`src/rtl/fefd_pkg.sv`:
```
// Package: shared types and helpers for the far-end fault detector.
// Assumes: nothing beyond IEEE 1800-2017.
package fefd_pkg;

    // Transmit mux selection.
    typedef enum logic {
        TXSEL_PASS  = 1'b0,
        TXSEL_FAULT = 1'b1
    } txsel_e;

    // Width needed to hold values 0..max_val.
    function automatic int cnt_width(input int max_val);
        return (max_val < 2) ? 1 : $clog2(max_val + 1);
    endfunction

endpackage

```
`src/rtl/fefd_rx_detect.sv`:
```
// Module: fefd_rx_detect
// Measures runs of ones on the receive stream and counts consecutive valid
// fault patterns. Gives a pulse for every valid pattern end (run_ok) and a
// pulse when the repetition threshold is reached (hit).
// Assumes: one code bit per clock; RUN_LEN >= 2, REPEAT_MIN >= 1.
module fefd_rx_detect #(
    parameter int RUN_LEN    = 84,
    parameter int REPEAT_MIN = 3
) (
    input  logic clk,
    input  logic rst_n,
    input  logic rx_bit,
    output logic run_ok,
    output logic hit
);
    import fefd_pkg::*;

    localparam int ONES_MAX = RUN_LEN + 1;
    localparam int ONES_W   = cnt_width(ONES_MAX);
    localparam int REP_W    = cnt_width(REPEAT_MIN);
    localparam logic [ONES_W-1:0] LEN_V  = ONES_W'(RUN_LEN);
    localparam logic [ONES_W-1:0] SAT_V  = ONES_W'(ONES_MAX);
    localparam logic [REP_W-1:0]  REP_V  = REP_W'(REPEAT_MIN);
    localparam logic [REP_W-1:0]  HIT_AT = REP_W'(REPEAT_MIN - 1);

    logic [ONES_W-1:0] ones_q;
    logic [REP_W-1:0]  rep_q;

    // Decide whether the zero now arriving closes a valid pattern.
    always_comb begin
        if (rx_bit) begin
            run_ok = 1'b0;
        end else if (rep_q == '0) begin
            run_ok = (ones_q >= LEN_V);
        end else begin
            run_ok = (ones_q == LEN_V);
        end
        hit = run_ok && (rep_q >= HIT_AT);
    end

    // Track the current run length and the repetition count.
    always_ff @(posedge clk) begin
        if (!rst_n) begin
            ones_q <= '0;
            rep_q  <= '0;
        end else if (rx_bit) begin
            if (ones_q != SAT_V) begin
                ones_q <= ones_q + 1'b1;
            end
            if ((ones_q == LEN_V) && (rep_q != '0)) begin
                rep_q <= '0;
            end
        end else begin
            ones_q <= '0;
            if (!run_ok) begin
                rep_q <= '0;
            end else if (rep_q != REP_V) begin
                rep_q <= rep_q + 1'b1;
            end
        end
    end

endmodule

```
`src/rtl/fefd_status.sv`:
```
// Module: fefd_status
// Holds the sticky remote-fault status (cleared by a read strobe; a set wins
// over a read) and the live blocking flag, which is released after a full
// pattern period with no valid pattern end.
// Assumes: hit implies run_ok in the same cycle.
module fefd_status #(
    parameter int RUN_LEN = 84
) (
    input  logic clk,
    input  logic rst_n,
    input  logic run_ok,
    input  logic hit,
    input  logic status_rd,
    output logic fault_q,
    output logic block_q
);
    import fefd_pkg::*;

    localparam int GAP_W = cnt_width(RUN_LEN);
    localparam logic [GAP_W-1:0] GAP_END = GAP_W'(RUN_LEN);

    logic [GAP_W-1:0] gap_q;

    // Sticky status: set on a detection, cleared by a management read.
    always_ff @(posedge clk) begin
        if (!rst_n) begin
            fault_q <= 1'b0;
        end else if (hit) begin
            fault_q <= 1'b1;
        end else if (status_rd) begin
            fault_q <= 1'b0;
        end
    end

    // Count cycles since the last valid pattern end, saturating.
    always_ff @(posedge clk) begin
        if (!rst_n) begin
            gap_q <= '0;
        end else if (run_ok) begin
            gap_q <= '0;
        end else if (gap_q != GAP_END) begin
            gap_q <= gap_q + 1'b1;
        end
    end

    // Live blocking flag: set on detection, dropped after a silent period.
    always_ff @(posedge clk) begin
        if (!rst_n) begin
            block_q <= 1'b0;
        end else if (hit) begin
            block_q <= 1'b1;
        end else if (!run_ok && (gap_q == GAP_END)) begin
            block_q <= 1'b0;
        end
    end

endmodule

```
`src/rtl/fefd_tx_gen.sv`:
```
// Module: fefd_tx_gen
// Sends RUN_LEN ones then one zero, repeated, in place of the normal
// transmit bit while fault sending is enabled and signal detect is lost.
// Assumes: the phase restarts every time the fault mode is entered.
module fefd_tx_gen #(
    parameter int RUN_LEN = 84
) (
    input  logic clk,
    input  logic rst_n,
    input  logic fault_en,
    input  logic sig_det,
    input  logic tx_in,
    output logic tx_bit
);
    import fefd_pkg::*;

    localparam int PH_W = cnt_width(RUN_LEN);
    localparam logic [PH_W-1:0] PH_LAST = PH_W'(RUN_LEN);

    txsel_e          sel;
    logic [PH_W-1:0] phase_q;

    // Pick the transmit source.
    always_comb begin
        sel = (fault_en && !sig_det) ? TXSEL_FAULT : TXSEL_PASS;
    end

    // Advance the pattern phase while sending; hold at zero otherwise.
    always_ff @(posedge clk) begin
        if (!rst_n) begin
            phase_q <= '0;
        end else if (sel == TXSEL_PASS) begin
            phase_q <= '0;
        end else if (phase_q == PH_LAST) begin
            phase_q <= '0;
        end else begin
            phase_q <= phase_q + 1'b1;
        end
    end

    // Drive the output bit from the selected source.
    always_comb begin
        if (sel == TXSEL_FAULT) begin
            tx_bit = (phase_q != PH_LAST);
        end else begin
            tx_bit = tx_in;
        end
    end

endmodule

```
`src/rtl/fefd_top.sv`:
```
// Module: fefd_top
// Far-end fault detector and generator for a serial code-bit stream.
// The receive detector feeds the status block; the transmit generator is
// independent of the receive side.
// Assumes: one code bit per clock in both directions.
module fefd_top #(
    parameter int RUN_LEN    = 84,
    parameter int REPEAT_MIN = 3
) (
    input  logic clk,
    input  logic rst_n,
    input  logic fault_en,
    input  logic sig_det,
    input  logic rx_bit,
    input  logic tx_in,
    input  logic status_rd,
    output logic tx_bit,
    output logic fault_stat,
    output logic fault_stat_copy,
    output logic mii_block
);

    logic run_ok;
    logic hit;
    logic fault_q;
    logic block_q;

    fefd_rx_detect #(
        .RUN_LEN   (RUN_LEN),
        .REPEAT_MIN(REPEAT_MIN)
    ) u_rx (
        .clk   (clk),
        .rst_n (rst_n),
        .rx_bit(rx_bit),
        .run_ok(run_ok),
        .hit   (hit)
    );

    fefd_status #(
        .RUN_LEN(RUN_LEN)
    ) u_stat (
        .clk      (clk),
        .rst_n    (rst_n),
        .run_ok   (run_ok),
        .hit      (hit),
        .status_rd(status_rd),
        .fault_q  (fault_q),
        .block_q  (block_q)
    );

    fefd_tx_gen #(
        .RUN_LEN(RUN_LEN)
    ) u_tx (
        .clk     (clk),
        .rst_n   (rst_n),
        .fault_en(fault_en),
        .sig_det (sig_det),
        .tx_in   (tx_in),
        .tx_bit  (tx_bit)
    );

    // Route the status onto both status outputs.
    always_comb begin
        fault_stat      = fault_q;
        fault_stat_copy = fault_q;
        mii_block       = block_q;
    end

endmodule

```
`config.mk`:
```
export PLATFORM = sky130hd
export DESIGN_NAME = fefd_top
export DESIGN_NICKNAME = d
export VERILOG_FILES = /design/src/rtl/fefd_pkg.sv /design/src/rtl/fefd_rx_detect.sv /design/src/rtl/fefd_status.sv /design/src/rtl/fefd_tx_gen.sv /design/src/rtl/fefd_top.sv
export SDC_FILE = /design/constraint.sdc
export NUM_CORES = 1
export LEC_CHECK = 0
export BUFFER_PORTS_ARGS = -buffer_cell sky130_fd_sc_hd__buf_2
export CAP_MARGIN = 5
export CORE_MARGIN = 2
export CORE_UTILIZATION = 35
export CTS_CLUSTER_DIAMETER = 100
export CTS_CLUSTER_SIZE = 40
export DETAILED_ROUTE_END_ITERATION = 8
export GPL_TIMING_DRIVEN = 0
export SLEW_MARGIN = 20
export SYNTH_ARGS = -nofsm -noshare
export SYNTH_HDL_FRONTEND = slang
export SYNTH_SLANG_ARGS = --single-unit
```
`constraint.sdc`:
```
create_clock -name clk -period 1.6 [get_ports clk]
set_input_delay 0 -clock clk [delete_from_list [all_inputs] [get_ports clk]]
set_output_delay 0 -clock clk [all_outputs]
set_load 0.02 [all_outputs]
```
==> metrics.txt, run 1 <==
outcome completed; Async SR Flop Fraction 0%; Hold Startpoint rx_bit; Worst setup EP type flip-flop; NetSw roughly 240 uW; cells after synthesis 140; top cells by count, synth 25 x dfxtp_1, 21 x nor2_1, 11 x inv_1, 10 x ha_1, 10 x xor2_1; final hold vios 0; Setup crit start kind flip-flop; vias per cell 4.80; Site Rows 21; pins over their slew limit 0; Flop pwr share 63.7%; post-synth top area share approximately 40%; layout cell share with drive strength beyond 1 21.4%; Synth Cell Area 1260 um2; all-layer global routing usage about an eighth; clk_skew roughly 3.7 ps; hold depth 3; Max Cap Viol 0; Total Wirelength about 2.3 mm; number of global-route vias before repair between 900 and 1k; Inserted Clock Buffers 3; CP arrival about 1700 ps; CTS root buffer clkbuf_4; peak supply drop a little under 0.7 mV; flops & latches, synth 25; HPWL Detailed 1.65 mm; reg2reg path depth 7; final core utilization between 40% and 50%; GRT overflow 0; Mapped Avg Cell Area between 8 and 9 um2; DIE HEIGHT about 64 um; final setup violation count 0; depth of the CTS H-tree 1; initial core utilization 37.1%; PortBufs 9; worst setup path category flip-flop to flip-flop; worst hold endpoint u_rx.rep_q[1]; CTS tree yes; Slew @ Worst Pin ~440 ps; Die W roughly 64 um; die area just over 4000 um2; Final Wtd Congestion 0.771; Worst-Skew Late Latency 320 ps; crit share post-route 94.6%; CTS Buffer Depth 2; Mapped Nets between 150 and 200; number of synthesized flops with an enable pin 0; Comb pwr share under 10%; clk slew on worst S/H paths approximately 140 ps; Pint 760 uW; detailed-route via count a little under 1k; crit-path max FO 4; most frequent cell after synthesis dfxtp_1; worst hold path class input port to flip-flop; fmax 0.661 GHz; Core Area between 3000 and 4000 um2; diode count 0; Distinct cells, synth 33; Post-Place Setup Slack 55.4 ps; PnR worst setup slack just under 90 ps; worst reg2reg startpoint u_stat.gap_q[0]; hold_ws 26.5 ps; PD cells just under 700 nW/um2; Yosys top cell by area dfxtp_1; WP data required around 1800 ps; relative slew slack a little over two thirds; FILL cells about 320; NumNets Final 177; clock share of power 29.2%; I/O pins 11; ys flop type dfxtp_1; DRT Pass-1 Iters 4; Clock Sinks 25; Ys Warns 0; register area share after synthesis just under 40%; number of nets with antenna violations after routing 0; total power approximately 1.0 mW; post-DR wirelength/cell approximately 11 um; synth-to-layout area growth 18.7%; ranking of synthesized cells by area dfxtp_1 40%, ha_1 9.9%, xor2_1 7.0%; DRT iter0 DRCs 37; sw frac around 24%; Leakage ~0.6 nW; final worst path period need roughly 1500 ps; initial antenna violation count 0; FF-to-FF setup slack 90 ps; DRC 0; RR Endpoint u_stat.gap_q[0]; first-pass GRT wire length ~4 mm; largest net degree at the start of global routing 16
==> power groups by stage <==
stage                     clock, mW  sequential [mW]  combinational (mW)
final                         0.293            0.640              0.0712
after detailed placement          0            0.657              0.0654
after CTS                     0.302            0.643              0.0676
after floorplan                   0            0.654              0.0468
after global placement            0            0.656              0.0624
after global routing          0.339            0.643              0.0806
==> worst max-delay path by stage <==
stage	cells after the start	to	from	slack [ps]
final	7	u_stat.gap_q[0]	u_stat.gap_q[0]	90
after CTS	4	tx_bit	u_tx.phase_q[3]	30
after global placement	4	u_rx.rep_q[0]	u_rx.ones_q[3]	110
after floorplan	4	u_rx.rep_q[0]	u_rx.ones_q[5]	240
after global routing	6	u_stat.block_q	u_stat.gap_q[0]	-30
after detailed placement	6	u_stat.block_q	u_stat.gap_q[0]	60
==> sequential cells by signal, indices dropped and copies added (netlist names) <==
signal	flops
u_tx.phase_q	7
u_rx.rep_q	2
u_stat.block_q	1
u_stat.fault_q	1
u_rx.ones_q	7
u_stat.gap_q	7
==> layout make-up <==
cell class	count	area, um2	share of cell area (%)
Timing Repair Buffer	15	98.8	6.62
Buffer	3	16.3	1.09
Clock buffer	3	22.5	1.51
Tap cell	46	57.6	3.85
Sequential cell	25	514	34.4
Clock inverter	1	7.51	0.503
Inverter	11	41.3	2.76
Multi-Input combinational cell	101	736	49.2
==> what timing repair did <==
| item | in CTS | in global routing |
|---|---|---|
| endpoints found under the hold margin | 1 | 0 |
| hold buffers | 1 | 0 |
| setup endpoints to repair | 1 | 13 |
| buffers inserted | 0 | 5 |
| pin swaps | 0 | 3 |
| resized for setup | 2 | 15 |
==> cells by family (layout without fill, tap and decap cells) <==
kind of cell / count (synthesis) / count (layout) / synth area share (%)
muxes: 4 / 4 / 3.38
buffers and inverters: 14 / 33 / 4.57
xor gates and xnor gates: 17 / 17 / 11.8
AOI/OAI and AO/OA: 11 / 11 / 6.56
DFF: 25 / 25 / 39.8
adders and majority gates: 10 / 10 / 9.94
and+or+nand+nor: 59 / 59 / 24.0
==> layer usage <==
layer / vias up / part of all wire, % / track usage [%]
met5: - / 0 / 0
li1: 508 / - / -
met2: 12 / 51 / 21.1
met3: 2 / 3.0 / 4.23
met1: 461 / 45 / 14.2
met4: 0 / 0.56 / 1.63
==> placed cells by master (no fill, tap or decap), types with 3 or more instances in the layout <==
cell	n
dfxtp_2	5
xor2_1	10
inv_1	11
ha_1	10
clkbuf_4	3
nor3_1	5
buf_4	6
and3_1	4
dfxtp_1	18
nand4b_1	3
o22ai_1	3
nor2_1	21
nand3_1	9
nand2_1	6
xnor2_1	7
buf_2	9
==> per-stage QoR <==
step / setup TNS (ps) / std cells / instance area [um2]
floorplan: 0 / 140 / 1260
global placement: 0 / 195 / 1360
detailed placement: 0 / 195 / 1360
CTS: 0 / 200 / 1410
global route: -45.8 / 205 / 1490
finish: 0 / 205 / 1490
==> critical path, cell delays in order (launching register included) <==
cell and delay [ps]:
dfxtp_1 350, inv_1 100, ha_1 170, nand4b_1 160, nor3b_4 310, buf_4 170
xnor2_1 110, nor2_1 50
Power figures use the tool's default switching activity.
==> run 2, diff against run 1 <==
--- a/config.mk
+++ b/config.mk
@@ -7,6 +7,7 @@
 export LEC_CHECK = 0
 export BUFFER_PORTS_ARGS = -buffer_cell sky130_fd_sc_hd__buf_2
 export CAP_MARGIN = 5
+export CORE_ASPECT_RATIO = 2
 export CORE_MARGIN = 2
 export CORE_UTILIZATION = 35
 export CTS_CLUSTER_DIAMETER = 100
==> run 2 against run 1 <==
Effect of this change:
- sequential power barely moved
- register-to-register slack barely moved
- highest routed layer unchanged
- count of clock-buffer cells in the layout rose by 1
- clock power rose by 25%
- power rose by 7.2%
- die area rose by 0.71%
- largest cell class unchanged
- hold slack improved by 98 ps
- maximum frequency rose by 0.67%
- routed wire length fell by 4.3%
- critical path type unchanged
- design area fell by 3.8%
- combinational power fell by 3.9%
==> metrics.txt, run 2 (synthesis results as in run 1) <==
sw frac 21.9%; DRT Pass-1 Iters 4; PortBufs 9; GRT overflow 0; CTS tree yes; all-layer global routing usage between 10% and 20%; Pint 841 uW; diode count 0; WP data required around 1800 ps; RSZ-0062 raised after global routing false; Die W 46.4 um; most common cell after layout, fill and taps aside dfxtp_1; biggest regs u_rx.ones_q (7), u_stat.gap_q (7), u_tx.phase_q (7); detailed-route via count 956; number of nets with antenna violations after routing 0; Fin Setup TNS 0 ps; Core Area approximately 3400 um2; clock share of power 33.9%; CP arrival between 1500 and 2000 ps; synth-to-layout area growth 14.2%; number of global-route vias before repair 960; Worst-Skew Late Latency 260 ps; Leakage between 0.5 and 0.6 nW; Worst setup EP type flip-flop; cell area after layout roughly 1400 um2; die area roughly 4100 um2; DIE HEIGHT approximately 89 um; Clock Sinks 25; worst hold path class input port to flip-flop; DRC 0; NumNets Final about 170; FILL cells 328; crit-path max FO 5; Post-Place Setup Slack about 64 ps; Inserted Clock Buffers 3; crit share post-route 94.0%; Sequential Area 502 um2; Max Cap Viol 0; Non-Filler Instances roughly 200; NetSw 235 uW; CTS Buffer Depth 2; Final Wtd Congestion roughly 0.76; Placed Area ~1400 um2; Setup crit start kind flip-flop; peak supply drop between 0.6 and 0.7 mV; clk_skew 6.24 ps; reg2reg path depth 4; vias per cell 4.73; Placed Cells just under 200; clk slew on worst S/H paths about 90 ps; Slew @ Worst Pin around 410 ps; post-DR wirelength/cell 11.0 um; relative slew slack 72.1%; first-pass GRT wire length ~3.8 mm; largest net degree at the start of global routing 14; final worst path period need ~1500 ps; layout cell share with drive strength beyond 1 between 10% and 20%; Flop pwr share about three fifths; outcome completed; Post-CTS Setup Bufs 0; multi-input combinational cell area around 720 um2; total power between 1 and 1.5 mW; PnR worst setup slack between 90 and 100 ps; HPWL Detailed around 1.7 mm; Site Rows 30; final setup violation count 0; pins over their slew limit 0; final hold vios 0; I/O pins 11; fmax ~0.67 GHz; initial core utilization between 30% and 40%; depth of the CTS H-tree 1; Comb pwr share under 10%; DRT iter0 DRCs 28; most frequent cells in the layout 24 x dfxtp_1, 21 x nor2_1, 11 x inv_1; initial antenna violation count 0; hold depth 3; PD cells about 750 nW/um2; CTS root buffer clkbuf_8; worst setup path category flip-flop to flip-flop; Total Wirelength 2.22 mm
[run 2: final cells by class]
type / instances / area share [%]
Inverter: 11 / 2.87
Multi-Input combinational cell: 101 / 50.0
Buffer: 3 / 1.13
Tap cell: 48 / 4.18
Clock buffer: 4 / 3.13
Sequential cell: 25 / 34.9
Timing Repair Buffer: 10 / 3.83
[run 2: power by group through the flow]
stage          Clock (mW)  Combinational [mW]  Sequential [mW]
6_report            0.365              0.0684            0.643
5_1_grt             0.405              0.0773            0.645
3_5_place_dp            0              0.0669            0.657
2_1_floorplan           0              0.0468            0.654
3_3_place_gp            0              0.0623            0.656
4_1_cts             0.380              0.0688            0.643
[run 2: worst paths after layout]
kind                          to  slack, ps            from
hold / removal    u_stat.block_q        120           rst_n
hold reg to reg   u_stat.block_q        460  u_stat.block_q
setup / recovery   u_rx.rep_q[0]        100  u_rx.ones_q[5]
setup reg to reg   u_rx.rep_q[0]        100  u_rx.ones_q[5]
[run 2: metal layers]
layer,global-route usage [%],vias to the layer above,wire length (um)
met3,1.22,4,43
met5,0,-,0
met4,6.23,0,42
met1,11.6,438,908
met2,24.0,11,1220
li1,-,503,-
[run 2: metrics by stage]
| step | util, % | hold WS, ps |
|---|---|---|
| 2_1_floorplan | - | 181 |
| 3_3_place_gp | 39.9 | 273 |
| 3_5_place_dp | 39.9 | 278 |
| 4_1_cts | 41.5 | 114 |
| 5_1_grt | 42.1 | 118 |
| 6_report | 42.1 | 125 |
[run 2: timing repair]
item / in CTS / in global routing
endpoints found under the hold margin: 1 / 0
setup endpoints to repair: 0 / 9
hold buffers: 1 / 0
resized for setup: 0 / 4
[run 2: worst max-delay path, stage by stage (launching register included)]
cell	delay, ps
dfxtp_1	360
nor3b_1	400
nand3_1	150
o311a_1	370
o22ai_1	160
